File: src/rtl/ism_pkg.sv
package ism_pkg;

    localparam int DW = 32;
    typedef logic [DW-1:0] word_t;

    // status bit positions
    localparam int B_CMD_RDY  = 0;
    localparam int B_RX_RDY   = 1;
    localparam int B_TX_RDY   = 2;
    localparam int B_BLK_END  = 3;
    localparam int B_XFER_ON  = 4;
    localparam int B_NOT_BUSY = 5;
    localparam int B_RX_END   = 6;
    localparam int B_TX_END   = 7;
    localparam int B_RX_FULL  = 14;
    localparam int B_TX_EMPTY = 15;
    localparam int B_RSP_IDX  = 16;
    localparam int B_RSP_DIR  = 17;
    localparam int B_RSP_CRC  = 18;
    localparam int B_RSP_END  = 19;
    localparam int B_RSP_TMO  = 20;
    localparam int B_DAT_CRC  = 21;
    localparam int B_DAT_TMO  = 22;
    localparam int B_OVERRUN  = 30;
    localparam int B_UNDERRUN = 31;

    // register offsets
    localparam int OFF_STATUS = 'h40;
    localparam int OFF_MSET   = 'h44;
    localparam int OFF_MCLR   = 'h48;
    localparam int OFF_MASK   = 'h4C;

    function automatic word_t bit_of(input int pos);
        word_t v;
        v = '0;
        v[pos] = 1'b1;
        return v;
    endfunction

    localparam word_t LVL_MASK =
        bit_of(B_CMD_RDY) | bit_of(B_RX_RDY) | bit_of(B_TX_RDY) |
        bit_of(B_BLK_END) | bit_of(B_XFER_ON) | bit_of(B_NOT_BUSY) |
        bit_of(B_RX_END) | bit_of(B_TX_END) | bit_of(B_RX_FULL) |
        bit_of(B_TX_EMPTY);

    localparam word_t ERR_MASK =
        bit_of(B_RSP_IDX) | bit_of(B_RSP_DIR) | bit_of(B_RSP_CRC) |
        bit_of(B_RSP_END) | bit_of(B_RSP_TMO) | bit_of(B_DAT_CRC) |
        bit_of(B_DAT_TMO) | bit_of(B_OVERRUN) | bit_of(B_UNDERRUN);

    typedef enum logic [2:0] {
        REG_NONE,
        REG_STATUS,
        REG_MSET,
        REG_MCLR,
        REG_MREAD
    } reg_sel_e;

    typedef struct packed {
        logic  set_en;
        logic  clr_en;
        word_t bits;
    } mask_cmd_t;

endpackage

File: src/rtl/ism_decode.sv
module ism_decode
    import ism_pkg::*;
#(
    parameter int ADDR_W = 8
) (
    input  logic [ADDR_W-1:0] bus_addr,
    input  logic              bus_wr,
    input  logic              bus_rd,
    input  word_t             bus_wdata,
    output reg_sel_e          sel,
    output mask_cmd_t         mcmd,
    output logic              rd_clr
);
    always_comb begin
        if (bus_addr == ADDR_W'(OFF_STATUS))      sel = REG_STATUS;
        else if (bus_addr == ADDR_W'(OFF_MSET))   sel = REG_MSET;
        else if (bus_addr == ADDR_W'(OFF_MCLR))   sel = REG_MCLR;
        else if (bus_addr == ADDR_W'(OFF_MASK))   sel = REG_MREAD;
        else                                      sel = REG_NONE;
    end

    always_comb begin
        mcmd.set_en = bus_wr && (sel == REG_MSET);
        mcmd.clr_en = bus_wr && (sel == REG_MCLR);
        mcmd.bits   = bus_wdata;
    end

    assign rd_clr = bus_rd && (sel == REG_STATUS);

endmodule

File: src/rtl/ism_status.sv
module ism_status
    import ism_pkg::*;
(
    input  logic  clk,
    input  logic  rst,
    input  word_t lvl_in,
    input  word_t err_in,
    input  logic  rd_clr,
    output word_t status_q,
    output word_t status_d
);
    word_t held_err;

    always_comb begin
        held_err = status_q & ERR_MASK;
        if (rd_clr) held_err = '0;
        status_d = (lvl_in & LVL_MASK) | held_err | (err_in & ERR_MASK);
    end

    always_ff @(posedge clk) begin
        if (rst) status_q <= '0;
        else     status_q <= status_d;
    end

    // error flags never drop without a clearing read
    p_sticky_r6: assert property (@(posedge clk) disable iff (rst)
        !rd_clr |=> ((status_q & $past(status_q) & ERR_MASK) ==
                     ($past(status_q) & ERR_MASK)));

    // after a clearing read only same-cycle pulses survive
    p_clear_r7: assert property (@(posedge clk) disable iff (rst)
        rd_clr |=> ((status_q & ERR_MASK) == ($past(err_in) & ERR_MASK)));

endmodule

File: src/rtl/ism_mask.sv
module ism_mask
    import ism_pkg::*;
(
    input  logic      clk,
    input  logic      rst,
    input  mask_cmd_t mcmd,
    output word_t     mask_q,
    output word_t     mask_d
);
    always_comb begin
        mask_d = mask_q;
        if (mcmd.set_en) mask_d = mask_d | mcmd.bits;
        if (mcmd.clr_en) mask_d = mask_d & ~mcmd.bits;
    end

    always_ff @(posedge clk) begin
        if (rst) mask_q <= '0;
        else     mask_q <= mask_d;
    end

    p_set_r2: assert property (@(posedge clk) disable iff (rst)
        mcmd.set_en |=> ((mask_q & $past(mcmd.bits)) == $past(mcmd.bits)));

    p_clr_r3: assert property (@(posedge clk) disable iff (rst)
        mcmd.clr_en |=> ((mask_q & $past(mcmd.bits)) == '0));

    p_hold_r2: assert property (@(posedge clk) disable iff (rst)
        (!mcmd.set_en && !mcmd.clr_en) |=> $stable(mask_q));

endmodule

File: src/rtl/ism_irq.sv
module ism_irq
    import ism_pkg::*;
(
    input  logic  clk,
    input  logic  rst,
    input  word_t status_d,
    input  word_t mask_d,
    output logic  irq
);
    word_t cause;

    assign cause = status_d & mask_d;

    always_ff @(posedge clk) begin
        if (rst) irq <= 1'b0;
        else     irq <= |cause;
    end

endmodule

File: src/rtl/ism_top.sv
module ism_top
    import ism_pkg::*;
#(
    parameter int ADDR_W = 8
) (
    input  logic              clk,
    input  logic              rst,
    input  logic [ADDR_W-1:0] bus_addr,
    input  logic              bus_wr,
    input  logic              bus_rd,
    input  logic [31:0]       bus_wdata,
    output logic [31:0]       bus_rdata,
    input  logic [31:0]       lvl_in,
    input  logic [31:0]       err_in,
    output logic              irq,
    output logic              err_any
);
    reg_sel_e  sel;
    mask_cmd_t mcmd;
    logic      rd_clr;
    word_t     status_q, status_d, mask_q, mask_d;

    ism_decode #(.ADDR_W(ADDR_W)) u_dec (
        .bus_addr (bus_addr),
        .bus_wr   (bus_wr),
        .bus_rd   (bus_rd),
        .bus_wdata(bus_wdata),
        .sel      (sel),
        .mcmd     (mcmd),
        .rd_clr   (rd_clr)
    );

    ism_status u_stat (
        .clk     (clk),
        .rst     (rst),
        .lvl_in  (lvl_in),
        .err_in  (err_in),
        .rd_clr  (rd_clr),
        .status_q(status_q),
        .status_d(status_d)
    );

    ism_mask u_mask (
        .clk   (clk),
        .rst   (rst),
        .mcmd  (mcmd),
        .mask_q(mask_q),
        .mask_d(mask_d)
    );

    ism_irq u_irq (
        .clk     (clk),
        .rst     (rst),
        .status_d(status_d),
        .mask_d  (mask_d),
        .irq     (irq)
    );

    always_comb begin
        case (sel)
            REG_STATUS: bus_rdata = status_q;
            REG_MREAD:  bus_rdata = mask_q;
            default:    bus_rdata = '0;
        endcase
    end

    assign err_any = |(status_q & ERR_MASK);

    // interrupt agrees with the registered status and mask
    p_irq_r8: assert property (@(posedge clk) disable iff (rst)
        irq == |(status_q & mask_q));

    // a clearing read leaves only same-cycle error pulses
    p_rdclr_r7: assert property (@(posedge clk) disable iff (rst)
        rd_clr |=> (!err_any || (($past(err_in) & ERR_MASK) != '0)));

    // reserved positions never show up
    p_rsv_r10: assert property (@(posedge clk) disable iff (rst)
        (status_q & ~(LVL_MASK | ERR_MASK)) == '0);

endmodule

File: config.mk
export PLATFORM = sky130hd
export DESIGN_NAME = ism_top
export DESIGN_NICKNAME = d
export VERILOG_FILES = /design/src/rtl/ism_pkg.sv /design/src/rtl/ism_decode.sv /design/src/rtl/ism_status.sv /design/src/rtl/ism_mask.sv /design/src/rtl/ism_irq.sv /design/src/rtl/ism_top.sv
export SDC_FILE = /design/constraint.sdc
export NUM_CORES = 1
export LEC_CHECK = 0
export BUFFER_PORTS_ARGS = -buffer_cell sky130_fd_sc_hd__buf_2
export CAP_MARGIN = 20
export CORE_UTILIZATION = 46
export DETAILED_ROUTE_END_ITERATION = 7
export MAX_ROUTING_LAYER = met4
export PLACE_DENSITY_LB_ADDON = 0.05
export SLEW_MARGIN = 10
export SYNTH_ARGS = -nofsm -noshare
export SYNTH_HDL_FRONTEND = slang
export SYNTH_SLANG_ARGS = --single-unit
File: constraint.sdc
create_clock -name clk -period 5.16 [get_ports clk]
set_input_delay 0.516 -clock clk [delete_from_list [all_inputs] [get_ports clk]]
set_output_delay 0.516 -clock clk [all_outputs]
set_load 0.1 [all_outputs]
==> flow_summary_export.csv, run 1 <==
group,metric,value,unit
clock_network,clk_pin_slew_worst_paths,90,ps
sta,fin_crit,3122,ps
synth,synth_warnings,0,
floorplan,start_util,0.4826,
clock_network,htreeDepth,2,
cells_and_area,finalNetCount,443,
cells_and_area,syn_to_final_growth,25.89,%
drt,drt-pass1-iter-count,4,
setup_path,rr_worst_depth,5,
setup_path,crit_fanout,23,
cells_and_area,layout_commonest_cell,"buf_2",
clock_network,cts_buffers,5,
floorplan,die_y,72.86,um
drt,vias,2252,
cells_and_area,antennaDiodeCount,0,
setup_path,end_kind,"primary output",
placement,placed_area,2811,um2
setup_path,cp_top_family,"buffers and inverters",
floorplan,core,4786,um2
placement,hpwl,4163,um
synth,synth_cell_types,35,
placement,preCtsSetupSlack,1848,ps
setup_path,cp_data_required_time,4640,ps
cells_and_area,most-common-layout-cells,"buf_2 (96), dfxtp_1 (52), a21oi_1 (34), a211oi_1 (24), nor2b_1 (20)",
floorplan,die_x,72.86,um
pwr,switchingPower,0.1702,mW
drt,wirelength,6222,um
pwr,p_per_area,250.3,nW/um2
drt,antenna_left,0,
sta,report.final.setup_viol,0,
clock_network,cts_resized,0,
grt,grtUsageTotal,0.2487,
synth,ys_seq_area_frac,0.4507,
pwr,seq_power_share,0.572,
grt,overflow,0,
setup_path,path_class,"primary input to primary output",
grt,antenna_found_initial,0,
setup_path,worst-path-stages,7,
run_status,outcome,"finished, final reports clean",
sta,timing.fmax,0.3203,GHz
grt,grt_start_max_net_pins,53,
clock_network,hold_buffers,0,
synth,yosys.area.top_type,"dfxtp_1",
clock_network,root_buffer,"clkbuf_8",
sta,hold_viol,0,
floorplan,io_pins,142,
pwr,p_leak,1.289,nW
placement,gp_congestion,0.7852,
worst_hold_path,min_delay_path_depth,2,
sta,finClkSkew,2.246,ps
drt,drc,0,
clock_network,cts_setup_buffers,0,
synth,synth_top_area_share,0.4507,
floorplan,dieArea,5309,um2
placement,io_buffers,96,
drt,initialDrtViolationCount,105,
sta,finalSetupTns,0,ps
synth,synth_fp_nets,357,
sta,drv_slew,0,
sta,setup_slack,2038,ps
clock_network,cts_buffer_depth,2,
synth,synthTopCellsByArea,"dfxtp_1 (45%), a211oi_1 (7.8%), a21oi_1 (7.4%)",
setup_path,startpoint_type,"primary input",
synth,synthCells,249,
job,cap_violations,0,
grt,grt_first_pass_wirelength,9715,um
sta,max-slew-margin-rel,0.3025,
drt,vias_per_cell,5.602,
synth,avgSynthCellArea,9.276,um2
worst_hold_path,worstHoldPathType,"primary input to flop",
sta,worst_slew_pin_slew,1046,ps
synth,synth_ff_type,"dfxtp_1",
setup_path,critical_path_arrival,2610,ps
drt,wl_per_cell,15.48,um
pwr,finalPower,0.7279,mW
pwr,p_comb_frac,0.086,
clock_network,cts_num_sinks,52,
clock_network,clk_latency,310,ps
clock_network,cts_tree,"done",
cells_and_area,fin_area,2908,um2
grt,grt_pass1_vias,2026,
pwr,clock_power_share,0.342,
synth,synth_seq_cells,52,
setup_path,slowest_delay,470,ps
sta,grt_setup_unrepaired,"false",
pwr,p_int,0.5577,mW
pwr,ir_worst_vdd,175.6,uV
setup_path,crit_chain,"buf_2 -> nor4b_4 -> buf_4 -> and4_1 -> buf_4 -> a22o_1 -> buf_2",
floorplan,num_rows,25,
pwr,p_sw_frac,0.2338,
synth,async_flop_share,0,
setup_path,worst-path-buf-inv,4,
cells_and_area,drive_gt1_frac,0.3254,
synth,synth_edf_count,0,
sta,fin_crit_sh,0.6051,
setup_path,cp_slowest_cell,"and4_1",
synth,synth_area,2310,um2
## power groups by stage
| stage | clock (mW) | combinational (mW) | sequential [mW] |
|---|---|---|---|
| final | 0.249 | 0.0625 | 0.416 |
| after global routing | 0.269 | 0.0682 | 0.417 |
| after CTS | 0.254 | 0.0621 | 0.416 |
| after detailed placement | 0 | 0.0619 | 0.426 |
| after global placement | 0 | 0.0610 | 0.425 |
| after floorplan | 0 | 0.0259 | 0.424 |
## metal layers
| metal | wire length (um) | GRT usage |
|---|---|---|
| met5 | 0 | - |
| met4 | 48 | 0.07407 |
| met3 | 355 | 0.06077 |
| met2 | 2897 | 0.3790 |
| met1 | 2920 | 0.3273 |
## per-stage QoR
step	hold WS, ps	utilization	instances
2_1_floorplan	485.8	-	249
3_3_place_gp	497.7	0.5875	395
3_5_place_dp	508.7	0.5875	395
4_1_cts	385.5	0.6076	402
5_1_grt	386.3	0.6076	402
6_report	388.0	0.6076	402
## final timing paths
kind	to	slack, ps	startpoint
setup reg to reg	u_irq.irq$_SDFF_PP0_	3580	u_mask.mask_q[7]$_SDFF_PP0_
setup / recovery	bus_rdata[31]	2040	bus_addr[7]
hold / removal	flop	390	bus_wdata[9]
hold reg to reg	flop	510	flop
## cell families after synthesis
kind of cell	Yosys count	share of synthesized area
buf+inv	26	0.04821
flops	52	0.4507
compound gates	107	0.3315
simple gates	64	0.1696
## cells in the mapped netlist, types with 4 or more instances
| cell type | count |
|---|---|
| a211oi_1 | 24 |
| a21o_1 | 6 |
| a21oi_1 | 34 |
| a22o_1 | 19 |
| a41oi_1 | 10 |
| and2_1 | 15 |
| buf_2 | 4 |
| clkbuf_1 | 12 |
| dfxtp_1 | 52 |
| inv_1 | 5 |
| nand3_1 | 4 |
| nor2_1 | 11 |
| nor2b_1 | 20 |
## worst register-to-register path: stages (launching register included)
cell and delay, ps:
dfxtp_1 320, a41oi_1 240, a211oi_1 90, a221o_1 330, nor4_1 290, a41oi_1 140
## area by class of cell
cell class / instances / area (um2)
Tap cell: 67 / 83.83
Multi-Input combinational cell: 171 / 1157
Sequential cell: 52 / 1041
Clock buffer: 7 / 96.34
Inverter: 5 / 18.77
Fill cell: 447 / 1878
Timing Repair Buffer: 100 / 510.5
No activity file was read; power rests on OpenSTA's default activity.
==> run 2: changes to the inputs <==
--- a/config.mk
+++ b/config.mk
@@ -7,7 +7,7 @@
 export LEC_CHECK = 0
 export BUFFER_PORTS_ARGS = -buffer_cell sky130_fd_sc_hd__buf_2
 export CAP_MARGIN = 20
-export CORE_UTILIZATION = 46
+export CORE_UTILIZATION = 43
 export DETAILED_ROUTE_END_ITERATION = 7
 export MAX_ROUTING_LAYER = met4
 export PLACE_DENSITY_LB_ADDON = 0.05
==> constraint.sdc (replaced) <==
create_clock -name clk -period 2.9 [get_ports clk]
set_input_delay 0.29 -clock clk [delete_from_list [all_inputs] [get_ports clk]]
set_output_delay 0.29 -clock clk [all_outputs]
set_load 0.1 [all_outputs]
==> flow_summary_export.csv, run 2 (same netlist as run 1, synthesis figures left out) <==
group,metric,value,unit
run_status,outcome,"finished, final reports clean",
sta,report.final.setup_viol,0,
worst_hold_path,min_delay_path_depth,2,
sta,timing.fmax,0.4264,GHz
sta,max-slew-margin-rel,0.3592,
floorplan,core,5140,um2
placement,hpwl,4576,um
setup_path,critical_path_arrival,2490,ps
sta,drv_slew,0,
clock_network,root_buffer,"clkbuf_8",
setup_path,end_kind,"flop",
cells_and_area,most-common-layout-cells,"buf_2 (64), dfxtp_1 (52), a21oi_1 (34), buf_12 (32), a211oi_1 (24)",
setup_path,crit_chain,"buf_2 -> nor4b_4 -> buf_4 -> nand3_1 -> a21oi_1 -> o2111ai_1 -> a2111oi_0 -> a41oi_1",
setup_path,reg2reg_setup_slack,1230,ps
worst_hold_path,hold_path_startpoint,"bus_wdata[25]",
pwr,p_int,0.9742,mW
cells_and_area,finalCoreUtilization,0.6689,
clock_network,clk_latency,310,ps
grt,antenna_found_initial,0,
setup_path,r2r-end,"u_irq.irq$_SDFF_PP0_",
drt,drt-pass1-iter-count,4,
clock_network,cts_buffers,5,
clock_network,cts_resized,0,
floorplan,die_x,75.29,um
pwr,finalPower,1.293,mW
cells_and_area,syn_to_final_growth,48.86,%
grt,overflow,0,
cells_and_area,nFillCells,452,
clock_network,cts_buffer_depth,2,
sta,fin_crit,2345,ps
setup_path,path_class,"primary input to flop",
grt,grt_start_max_net_pins,53,
pwr,p_comb_frac,0.088,
drt,antenna_left,0,
setup_path,rr_worst_depth,5,
clock_network,cts_tree,"done",
cells_and_area,antennaDiodeCount,0,
cells_and_area,finalNetCount,449,
grt,grtUsageTotal,0.2458,
setup_path,startpoint_type,"primary input",
grt,grt_pass1_vias,2106,
clock_network,cts_num_sinks,52,
sta,hold_viol,0,
job,cap_violations,0,
pwr,p_leak,1.396,nW
pwr,switchingPower,0.3183,mW
drt,drc,0,
grt,grt_first_pass_wirelength,10080,um
setup_path,cp_slowest_cell,"a2111oi_0",
floorplan,start_util,0.4494,
pwr,p_sw_frac,0.2463,
worst_hold_path,worstHoldPathType,"primary input to flop",
floorplan,dieArea,5669,um2
setup_path,slowest_delay,460,ps
sta,finalSetupTns,0,ps
pwr,seq_power_share,0.573,
sta,finClkSkew,6.261,ps
drt,initialDrtViolationCount,143,
pwr,p_per_area,375.9,nW/um2
floorplan,die_y,75.29,um
pwr,clock_power_share,0.339,
floorplan,io_pins,142,
cells_and_area,drive_gt1_frac,0.3392,
placement,io_buffers,96,
setup_path,crit_fanout,17,
clock_network,clk_pin_slew_worst_paths,100,ps
clock_network,cts_setup_buffers,0,
drt,vias_per_cell,5.636,
drt,vias,2322,
drt,wirelength,6544,um
drt,wl_per_cell,15.88,um
sta,fin_crit_sh,0.8087,
placement,gp_congestion,0.8352,
floorplan,num_rows,26,
clock_network,htreeDepth,2,
sta,grt_setup_unrepaired,"false",
setup_path,rr_startpoint,"u_mask.mask_q[3]$_SDFF_PP0_",
clock_network,hold_buffers,0,
cells_and_area,layout_commonest_cell,"buf_2",
sta,worst_slew_pin_slew,961.2,ps
pwr,ir_worst_vdd,263.2,uV
setup_path,cp_data_required_time,3040,ps
==> run 2: through the flow <==
step	std cells	hold WS, ps	cell area, um2	setup slack (ps)
final	412	155.3	3438	554.8
after global routing	412	148.4	3438	355.0
after CTS	412	152.1	3438	631.1
after detailed placement	404	489.5	3341	314.0
after global placement	404	485.7	3341	304.3
after floorplan	249	386.6	2310	217.8
==> run 2: worst max path at each step <==
stage	depth (start not counted)	slack, ps	startpoint	end
global route	8	350	bus_addr[7]	u_irq.irq$_SDFF_PP0_
global placement	8	300	bus_addr[7]	u_irq.irq$_SDFF_PP0_
finish	8	550	bus_addr[7]	u_irq.irq$_SDFF_PP0_
floorplan	6	220	bus_addr[7]	bus_rdata[14]
CTS	8	630	bus_addr[7]	u_irq.irq$_SDFF_PP0_
detailed placement	8	310	bus_addr[7]	u_irq.irq$_SDFF_PP0_
==> run 2: power groups by stage <==
| stage | clock, mW | sequential, mW | combinational, mW |
|---|---|---|---|
| floorplan | 0 | 0.755 | 0.0460 |
| global placement | 0 | 0.757 | 0.111 |
| detailed placement | 0 | 0.758 | 0.112 |
| CTS | 0.443 | 0.741 | 0.113 |
| global route | 0.474 | 0.743 | 0.124 |
| finish | 0.438 | 0.741 | 0.114 |
==> run 2: worst max-delay path, delay by kind of cell <==
family          cells  cell delay (ps)
compound gates      4             1170
buf+inv             2              380
simple gates        2              630
==> run 2: per-layer routing <==
metal  vias up  share of wire  wire length (um)  track usage
li1       1124              -                 -            -
met1      1090           0.46              3003       0.3298
met2       103           0.46              3006       0.3790
met3         5          0.071               463      0.05159
met4         0          0.011                70      0.06173
met5         -              0                 0            -
==> run 2: final cells by class <==
class,instances,area (um2),share of cell area
Clock buffer,6,82.58,0.02402
Clock inverter,2,15.01,0.004367
Inverter,5,18.77,0.005459
Multi-Input combinational cell,171,1157,0.3366
Sequential cell,52,1041,0.3028
Tap cell,70,87.58,0.02547
Timing Repair Buffer,106,1036,0.3013
